**src/rtl/wofrf_pkg.sv**
```systemverilog
package wofrf_pkg;

    localparam int NREG_DEF    = 16;
    localparam int XLEN_DEF    = 32;
    localparam int MUL_LAT_DEF = 4;

    typedef enum logic [1:0] {
        MU_IDLE,
        MU_WAIT,
        MU_BUSY,
        MU_DONE
    } mu_state_e;

    // readiness status of one multiply source
    typedef struct packed {
        logic ready;
        logic zero;
    } opnd_stat_t;

    function automatic opnd_stat_t make_stat(input logic rdy, input logic is_zero);
        opnd_stat_t s;
        s.ready = rdy;
        s.zero  = rdy & is_zero;
        return s;
    endfunction

endpackage

```
**src/rtl/wofrf_store.sv**
```systemverilog
module wofrf_store #(
    parameter int NREG = 16,
    parameter int XLEN = 32,
    localparam int AW  = $clog2(NREG)
) (
    input  logic                       clk,
    input  logic                       rst,
    input  logic                       wr_en,
    input  logic [AW-1:0]              wr_idx,
    input  logic [XLEN-1:0]            wr_data,
    input  logic                       clr_en,
    input  logic [NREG-1:0]            clr_mask,
    output logic [NREG-1:0]            full_q,
    output logic [NREG-1:0][XLEN-1:0]  store_q,
    output logic                       wr_err
);

    logic hit_full;
    logic err_q;

    assign hit_full = full_q[wr_idx];
    assign wr_err   = err_q;

    always_ff @(posedge clk) begin
        if (rst) begin
            full_q  <= '0;
            store_q <= '0;
            err_q   <= 1'b0;
        end else begin
            err_q <= wr_en & ~clr_en & hit_full;
            if (clr_en) begin
                full_q <= full_q & ~clr_mask;
            end else if (wr_en && !hit_full) begin
                full_q[wr_idx]  <= 1'b1;
                store_q[wr_idx] <= wr_data;
            end
        end
    end


    reject_keep_chk: assert property (@(posedge clk) disable iff (rst)
        (wr_en && !clr_en && full_q[wr_idx]) |=>
            (wr_err && store_q[$past(wr_idx)] == $past(store_q[wr_idx])));


    clear_empty_chk: assert property (@(posedge clk) disable iff (rst)
        clr_en |=> ((full_q & $past(clr_mask)) == '0));


    clear_wins_chk: assert property (@(posedge clk) disable iff (rst)
        (clr_en && wr_en && !full_q[wr_idx] && !clr_mask[wr_idx]) |=>
            (!full_q[$past(wr_idx)] && !wr_err));


    write_fill_chk: assert property (@(posedge clk) disable iff (rst)
        (wr_en && !clr_en && !full_q[wr_idx]) |=>
            (full_q[$past(wr_idx)] && store_q[$past(wr_idx)] == $past(wr_data)));

endmodule

```
**src/rtl/wofrf_rdsel.sv**
```systemverilog
module wofrf_rdsel #(
    parameter int NREG = 16,
    parameter int XLEN = 32,
    localparam int AW  = $clog2(NREG)
) (
    input  logic [NREG-1:0]            full_q,
    input  logic [NREG-1:0][XLEN-1:0]  store_q,
    input  logic [AW-1:0]              idx,
    output logic [XLEN-1:0]            data,
    output logic                       rdy
);

    always_comb begin
        rdy  = full_q[idx];
        data = full_q[idx] ? store_q[idx] : '0;
    end

endmodule

```
**src/rtl/wofrf_mul.sv**
```systemverilog
module wofrf_mul
    import wofrf_pkg::*;
#(
    parameter int NREG    = 16,
    parameter int XLEN    = 32,
    parameter int MUL_LAT = 4,
    localparam int AW     = $clog2(NREG),
    localparam int CW     = $clog2(MUL_LAT + 1)
) (
    input  logic            clk,
    input  logic            rst,
    input  logic            ld_valid,
    output logic            ld_ready,
    input  logic [AW-1:0]   ld_src_a,
    input  logic [AW-1:0]   ld_src_b,
    output logic [AW-1:0]   src_a_q,
    output logic [AW-1:0]   src_b_q,
    input  logic [XLEN-1:0] opa_data,
    input  logic            opa_rdy,
    input  logic [XLEN-1:0] opb_data,
    input  logic            opb_rdy,
    output logic            res_valid,
    input  logic            res_ready,
    output logic [XLEN-1:0] res_data
);

    mu_state_e       state_q;
    logic [CW-1:0]   cnt_q;
    logic [XLEN-1:0] res_q;
    logic [XLEN-1:0] prod;
    opnd_stat_t      st_a, st_b;

    assign st_a = make_stat(opa_rdy, opa_data == '0);
    assign st_b = make_stat(opb_rdy, opb_data == '0);
    assign prod = opa_data * opb_data;

    assign ld_ready  = (state_q == MU_IDLE);
    assign res_valid = (state_q == MU_DONE);
    assign res_data  = res_q;

    always_ff @(posedge clk) begin
        if (rst) begin
            state_q <= MU_IDLE;
            cnt_q   <= '0;
            res_q   <= '0;
            src_a_q <= '0;
            src_b_q <= '0;
        end else begin
            unique case (state_q)
                MU_IDLE: begin
                    if (ld_valid) begin
                        src_a_q <= ld_src_a;
                        src_b_q <= ld_src_b;
                        state_q <= MU_WAIT;
                    end
                end
                MU_WAIT: begin
                    if (st_a.zero || st_b.zero) begin
                        res_q   <= '0;
                        state_q <= MU_DONE;
                    end else if (st_a.ready && st_b.ready) begin
                        res_q   <= prod;
                        cnt_q   <= CW'(MUL_LAT);
                        state_q <= MU_BUSY;
                    end
                end
                MU_BUSY: begin
                    if (cnt_q == CW'(1)) state_q <= MU_DONE;
                    else                 cnt_q   <= cnt_q - CW'(1);
                end
                MU_DONE: begin
                    if (res_ready) state_q <= MU_IDLE;
                end
                default: state_q <= MU_IDLE;
            endcase
        end
    end


    early_zero_chk: assert property (@(posedge clk) disable iff (rst)
        (state_q == MU_WAIT && (st_a.zero || st_b.zero)) |=>
            (res_valid && res_data == '0));


    wait_hold_chk: assert property (@(posedge clk) disable iff (rst)
        (state_q == MU_WAIT && !st_a.zero && !st_b.zero && !(st_a.ready && st_b.ready))
            |=> !res_valid);


    res_hold_chk: assert property (@(posedge clk) disable iff (rst)
        (res_valid && !res_ready) |=> (res_valid && $stable(res_data) && !ld_ready));

endmodule

```
**src/rtl/wo_scoreboard_rf.sv**
```systemverilog
module wo_scoreboard_rf
    import wofrf_pkg::*;
#(
    parameter int NREG    = NREG_DEF,
    parameter int XLEN    = XLEN_DEF,
    parameter int MUL_LAT = MUL_LAT_DEF,
    localparam int AW     = $clog2(NREG),
    localparam int NPORT  = 4
) (
    input  logic            clk,
    input  logic            rst,
    input  logic [AW-1:0]   rd_a_idx,
    output logic [XLEN-1:0] rd_a_data,
    output logic            rd_a_rdy,
    input  logic [AW-1:0]   rd_b_idx,
    output logic [XLEN-1:0] rd_b_data,
    output logic            rd_b_rdy,
    input  logic            wr_en,
    input  logic [AW-1:0]   wr_idx,
    input  logic [XLEN-1:0] wr_data,
    output logic            wr_err,
    input  logic            clr_en,
    input  logic [NREG-1:0] clr_mask,
    output logic [NREG-1:0] full_mask,
    input  logic            mul_ld_valid,
    output logic            mul_ld_ready,
    input  logic [AW-1:0]   mul_src_a,
    input  logic [AW-1:0]   mul_src_b,
    output logic            mul_res_valid,
    input  logic            mul_res_ready,
    output logic [XLEN-1:0] mul_res_data
);

    logic [NREG-1:0]           full_q;
    logic [NREG-1:0][XLEN-1:0] store_q;
    logic [AW-1:0]             rp_idx  [NPORT];
    logic [XLEN-1:0]           rp_data [NPORT];
    logic                      rp_rdy  [NPORT];
    logic [AW-1:0]             m_src_a, m_src_b;

    wofrf_store #(.NREG(NREG), .XLEN(XLEN)) store_i (
        .clk      (clk),
        .rst      (rst),
        .wr_en    (wr_en),
        .wr_idx   (wr_idx),
        .wr_data  (wr_data),
        .clr_en   (clr_en),
        .clr_mask (clr_mask),
        .full_q   (full_q),
        .store_q  (store_q),
        .wr_err   (wr_err)
    );

    assign rp_idx[0] = rd_a_idx;
    assign rp_idx[1] = rd_b_idx;
    assign rp_idx[2] = m_src_a;
    assign rp_idx[3] = m_src_b;

    for (genvar g = 0; g < NPORT; g++) begin : g_rp
        wofrf_rdsel #(.NREG(NREG), .XLEN(XLEN)) rdsel_i (
            .full_q  (full_q),
            .store_q (store_q),
            .idx     (rp_idx[g]),
            .data    (rp_data[g]),
            .rdy     (rp_rdy[g])
        );
    end

    assign rd_a_data = rp_data[0];
    assign rd_a_rdy  = rp_rdy[0];
    assign rd_b_data = rp_data[1];
    assign rd_b_rdy  = rp_rdy[1];
    assign full_mask = full_q;

    wofrf_mul #(.NREG(NREG), .XLEN(XLEN), .MUL_LAT(MUL_LAT)) mul_i (
        .clk       (clk),
        .rst       (rst),
        .ld_valid  (mul_ld_valid),
        .ld_ready  (mul_ld_ready),
        .ld_src_a  (mul_src_a),
        .ld_src_b  (mul_src_b),
        .src_a_q   (m_src_a),
        .src_b_q   (m_src_b),
        .opa_data  (rp_data[2]),
        .opa_rdy   (rp_rdy[2]),
        .opb_data  (rp_data[3]),
        .opb_rdy   (rp_rdy[3]),
        .res_valid (mul_res_valid),
        .res_ready (mul_res_ready),
        .res_data  (mul_res_data)
    );


    rdy_match_chk: assert property (@(posedge clk) disable iff (rst)
        (rd_a_rdy == full_mask[rd_a_idx]) && (rd_b_rdy == full_mask[rd_b_idx]));


    empty_zero_chk: assert property (@(posedge clk) disable iff (rst)
        (!full_mask[rd_a_idx] |-> rd_a_data == '0));

endmodule

```
**config.mk**
```make
export PLATFORM = sky130hd
export DESIGN_NAME = wo_scoreboard_rf
export DESIGN_NICKNAME = d
export VERILOG_FILES = /design/src/rtl/wofrf_pkg.sv /design/src/rtl/wofrf_store.sv /design/src/rtl/wofrf_rdsel.sv /design/src/rtl/wofrf_mul.sv /design/src/rtl/wo_scoreboard_rf.sv
export SDC_FILE = /design/constraint.sdc
export NUM_CORES = 2
export LEC_CHECK = 0
export ABC_CLOCK_PERIOD_IN_PS = 12150
export BUFFER_PORTS_ARGS = -buffer_cell sky130_fd_sc_hd__buf_2
export CORE_MARGIN = 2
export CORE_UTILIZATION = 57
export DETAILED_ROUTE_END_ITERATION = 8
export HOLD_SLACK_MARGIN = 0.1
export PLACE_DENSITY = 0.71
export SETUP_SLACK_MARGIN = 0.2
export SYNTH_ARGS = -nofsm -noshare
export SYNTH_HDL_FRONTEND = slang
export SYNTH_SLANG_ARGS = --single-unit
```
**constraint.sdc**
```tcl
create_clock -name clk -period 12.15 [get_ports clk]
set_input_delay 1.215 -clock clk [delete_from_list [all_inputs] [get_ports clk]]
set_output_delay 1.215 -clock clk [all_outputs]
set_load 0.02 [all_outputs]
```
# [Word-level counts from Yosys, hierarchy flattened]
# Index checks and enable logic that the tools add are counted.
[totals] register_bits=574 word_cells=107 out_inout_bits=117 inputBits=74
[classes] reduce_logical=16 n_bitwise=8 n_lt_le_gt_ge=6 n_eq_ne=11 add_sub_neg=1 multipliers=1 n_mux=41
[op_table] cell="binary-select mux 32 bit (select 4 bit)" n=4
[op_table] cell="bitwise mux 512 bit" n=1
[op_table] cell="2-to-1 mux 32 bit" n=11
[op_table] cell="demux 32 bit (select 4 bit)" n=1
[op_table] cell="zero test 32 bit" n=2
[op_table] cell="multiplier 32 x 32 -> 32 bit" n=1
[op_table] cell="2-to-1 mux 16 bit" n=2
[op_table] cell="less-than comparator 4 x 5 -> 1 bit, second input constant" n=5
[op_table] cell="binary-select mux 1 bit (select 4 bit)" n=5
[op_table] cell="AND 16 bit" n=1
[op_table] cell="inverter 16 bit" n=1
[op_table] cell="OR 16 bit" n=1
[op_table] cell="2-to-1 mux 2 bit" n=5
[op_table] cell="2-to-1 mux 3 bit" n=3
[op_table] cell="case mux 2 bit (4 select lines)" n=1
[op_table] cell="AND reduction 4 bit" n=2
[op_table] cell="2-to-1 mux 1 bit" n=6
[op_table] cell="inequality test 2 x 1 -> 1 bit, second input constant" n=3
[op_table] cell="inequality test 2 bit, second input constant" n=3
[op_table] cell="case mux 3 bit (2 select lines)" n=1
[op_table] cell="AND reduction 2 bit" n=3
[op_table] cell="nonzero test 2 bit" n=3
[op_table] cell="AND 1 bit" n=4
[op_table] cell="demux 1 bit (select 4 bit)" n=1
[op_table] cell="11 further kinds" n=14

# [Depth between registers and ports, before layout]
[logic_depth] ltp_word=8 depth_mapped=38 depth_no_buf=31

# [Hierarchy]
# From an unflattened synthesis, not the netlist that was laid out.
[hier_totals] cells_unflattened=5486 area_unflattened_um2=52527.9
[by_module_without_submodules] module="wofrf_store" seq_area_each_um2=10590.2 n_inst=1 cells_per_inst=2418 area_each_um2=18657.9
[by_module_without_submodules] module="wofrf_mul" seq_area_each_um2=900.9 n_inst=1 cells_per_inst=1932 area_each_um2=17429.2
[by_module_without_submodules] module="wofrf_rdsel" seq_area_each_um2=0.0 n_inst=4 cells_per_inst=284 area_each_um2=4110.2

# [Worst setup path after synthesis]
# OpenSTA, ideal clock, no wires.
[synth_path] kind="register -> register" startpoint="register mul_i.src_a_q[0]" endpoint="register mul_i.res_q[31], in the netlist mul_i.res_data[31]" stages_incl_launch_ff=38 path_buffers=7 arrival_time_ns=8.998 t_required_ns=12.033 synth_period_minus_slack_ns=9.115 setup_slack_ns=3.035 cell_sequence="dfxtp_1 buf_4 buf_6 buf_6 buf_6 buf_6 mux4_2 mux4_2 clkbuf_1 nand2_1 clkbuf_1 nor2_1 fa_1 inv_1 fa_1 inv_1 fa_1 inv_1 [2 not listed] ha_1 ha_1 fa_1 inv_1 fa_1 inv_1 ha_1 a211o_1 or4_1 nor2_1 o31ai_1 o221ai_1 a21oi_1 a41o_1 o211a_1 a31oi_1 xor2_1 o21ai_1"
[synth_via] elab_chain_cells=8 word_cells_on_any_way=14 cone_classes="mul: 1; mux: 7; bitwise: 1; reduce/logical: 5"
[synth_rtl] element="start: declaration" line_no="wofrf_mul.sv:16" source="output logic [AW-1:0] src_a_q,"
[synth_rtl] element="start signal: assignment" line_no="wofrf_mul.sv:52" source="src_a_q <= ld_src_a;"
[synth_rtl] element="parallel branches: the longest is 8 deep, another holds multiplier 32 x 32 -> 32 bit"
[synth_rtl] element="end signal: assignment" line_no="wofrf_mul.sv:62" source="res_q <= prod;"
[synth_rtl] element="end: declaration" line_no="wofrf_mul.sv:29" source="logic [XLEN-1:0] res_q;"
# Parallel ways; which one is timed is not known. The select of a mux whose other input is x is not followed.
# A chain may end at the register's enable or synchronous reset.

# [Worst setup path after layout]
# Ends and elaborated chain as after synthesis.

==> summary.txt <==
Status
  – Status: complete, no violations

Min path
  – Worst hold path endpoint: mul_i.res_data[31]
  – Hold Crit Start: mul_i.res_data[31]
  – Hold depth: 2
  – Classification of the worst-slack hold path: flip-flop to flip-flop

Route
  – Via count: 45100
  – Vias per std cell: 6.89
  – Detail Route Antenna Nets: 0
  – DRC viols: 0
  – Final WL: 191000 um
  – Initial DRC count: 6754
  – Wire per inst: 29.2 um
  – TritonRoute pass-1 iters: 7

CTS
  – Clk_lat worst skew: 690 ps
  – Root Buffer: clkbuf_16
  – Clk slew on worst S/H paths: 60 ps
  – Deepest clock path buffer count: 3
  – CTS Buf Count: 68
  – # hold bufs at CTS: 0
  – Clock sink count: 574
  – H-tree depth: 3
  – Post-CTS sizing: 0
  – CTS tree: yes
  – Post-CTS Setup Bufs: 0

Logic synthesis
  – EDFF count, synth: 0
  – Synth Area in XOR/XNOR: 1.45%
  – Mapped Cells: 5448
  – Mux share of post-synthesis cell area: 27.3%
  – Post-synth top flop: dfxtp_1
  – Syn nets: 6059
  – Cell variety after synth: 62
  – Compound-cell area share of the yosys netlist: 7.92%
  – Synth area leaders: mux4_2 (27%), dfxtp_1 (22%), fa_1 (16%), nand2_1 (9.2%), a21oi_1 (5.5%)
  – Asr flop ratio synth: 0%
  – Mapped cell area: 52100 um2
  – Sequential element share of the synthesized area: 22.0%
  – Yosys warns: 0
  – Avg Cell Area, Syn: 9.57 um2
  – Area share of fa/ha/maj cells after synthesis: 18.8%
  – Post-Synth Simple-Gate Area: 15.2%
  – Largest family of logic cells by synthesized area: multiplexers
  – Share of the synthesized area in the top cell type: 27.2%
  – Area leader, netlist: mux4_2
  – Synthesized flop and latch total: 574

Power and ir drop
  – Power Dens Cells: 87.8 nW/um2
  – Leak: 20.9 nW
  – VDD IR-drop max: 0.121 mV

Floorplanning
  – Die W: 306 um
  – DIE AREA: 93900 um2
  – Top-Level Pins: 191
  – Starting Density: 57.7%
  – Die height: 306 um
  – Core ar.: 90300 um2
  – Row count: 110

Setup path
  – Type of the worst setup path: flip-flop to flip-flop
  – Worst endpoint data arrival time: 10840 ps
  – RR Endpoint: mul_i.res_data[31]
  – Max stage delay cell, worst path: nand2_1
  – Launch point of the worst reg-to-reg path: mul_i.src_a_q[0]
  – CP Max Fanout: 22
  – Worst path required time: 12720 ps
  – Startpoint types: flip-flop
  – Worst r2r path cells: 32
  – Reg2reg setup slack: 1880 ps
  – CP peak stage delay: 760 ps
  – Critical path endpoint category: flip-flop

STA
  – Final Cycle Share: 84.5%
  – RSZ-0062 raised after global routing: no
  – Worst Max-Slew Pin Slew: 1230 ps
  – Setup violators final: 0
  – Total Negative Setup Slacks: 0 ps
  – F_max: 0.0974 GHz
  – Max Transition Viols Final: 0
  – Final period demand of the worst path: 10270 ps
  – Max transition margin: 18.3%
  – Hold Vio Cnt, Final: 0
  – Worst Skew: 59.1 ps
  – Hold slack: 449 ps

Flow run
  – Max Cap Viol: 0

GRT
  – Total GRT Usage: 40.8%
  – Global route overflow: 0
  – Initial antenna violation count: 14
  – Global-route wire length before repair: 283000 um
  – Number of global-route vias before repair: 44400
  – Largest net degree at the start of global routing: 140

Placement
  – GPL Wtd Cong: 0.987
  – Port Buffers: 190
  – Post-DP HPWL: 123000 um

Final layout
  – Final core utilization: 61.8%
  – Share of cells above drive strength 1: 20.1%
  – Syn-to-layout area delta: 7.06%
  – Fin nets: 5935
## cells in the final DEF, fill, tap and decap left out, drive strengths merged, types with 10 or more instances in the layout
master and count:
nand2 1284, mux4 629, a21oi 574, dfxtp 574
inv 464, fa 408, nor2 339, buf 289
ha 129, nand3 107, clkbuf 100, nor2b 90
a22oi 78, xnor2 56, and2 32, nand4 24
o21ai 17, a21o 15, xor2 15, nand2b 12
nor4 11, nor3 11, and3 10, clkinv 10
## kinds of logic (layout without fill, tap and decap cells)
kind of cell,count (synthesis),count (layout)
mux,637,637
fa+ha+maj,537,537
simple gates,1941,1941
compound gates,734,734
buf+inv,948,867
xor+xnor,77,77
flops,574,574
other cells,0,7
## routing by layer
metal  wire, um  global-route usage, %
met1      62100                   50.1
met3      30600                   15.3
met5        242                  0.827
met4      16400                   28.2
met2      82100                   59.7
## where the power goes
part	internal, mW	switching (mW)
sequential	1.91	0.0883
combinational	0.290	0.506
clock	1.19	0.914
total	3.39	1.51
## per-stage QoR
step	std cells	setup WS [ps]	area, um2	power, mW
2_1_floorplan	5448	3030	52100	2.56
3_3_place_gp	6430	2170	53500	2.79
3_5_place_dp	6430	2040	53500	2.80
4_1_cts	6543	2050	55800	4.87
5_1_grt	6545	1470	55800	5.00
6_report	6550	1880	55800	4.90
## Yosys cell counts, drive strengths merged, types with 32 or more instances
cell type	instances
nor2b	90
nand2	1284
a22oi	78
a21oi	574
nand3	107
and2	32
buf	97
fa	408
inv	463
clkbuf	388
mux4	629
dfxtp	574
nor2	339
ha	129
xnor2	56
## worst max-delay path: cells and delay by family (launching register included)
family / cells / cell delay, ps
AO/OA/AOI/OAI: 9 / 2120
XOR/XNOR: 1 / 150
adder cells (fa/ha/maj): 9 / 3890
buffers and inverters: 7 / 770
flip-flops: 1 / 650
multiplexers: 1 / 570
AND/OR/NAND/NOR: 5 / 2000
## area by class of cell
class,instances,area [um2]
diodes,7,17.5
clock buffers,98,2000
clock inverters,15,246
fillers,7375,34500
inverters,463,1740
multi-input cells,3926,37000
flip-flops and latches,574,11500
well taps,1176,1470
repair buffers,291,1790
## registers in the layout, indices dropped and copies added, names as in the netlist
| register | count |
|---|---|
| store_i.store_q | 512 |
| store_i.wr_err | 1 |
| mul_i.cnt_q | 3 |
| mul_i.src_a_q | 4 |
| store_i.full_q | 16 |
| mul_i.src_b_q | 4 |
| mul_i.res_data | 32 |
| mul_i.state_q | 2 |
## worst max-delay path by stage
stage	from	end	slack, ps	cells after the start
floorplan	mul_i.src_a_q[0]	mul_i.res_data[31]	3030	37
global placement	mul_i.src_b_q[0]	mul_i.res_data[31]	2170	29
detailed placement	mul_i.src_a_q[0]	mul_i.res_data[31]	2040	32
CTS	mul_i.src_a_q[0]	mul_i.res_data[31]	2050	32
global route	mul_i.src_a_q[0]	mul_i.res_data[29]	1470	32
finish	mul_i.src_a_q[0]	mul_i.res_data[31]	1880	32
Note: power is estimated with default switching activity, not from simulation.
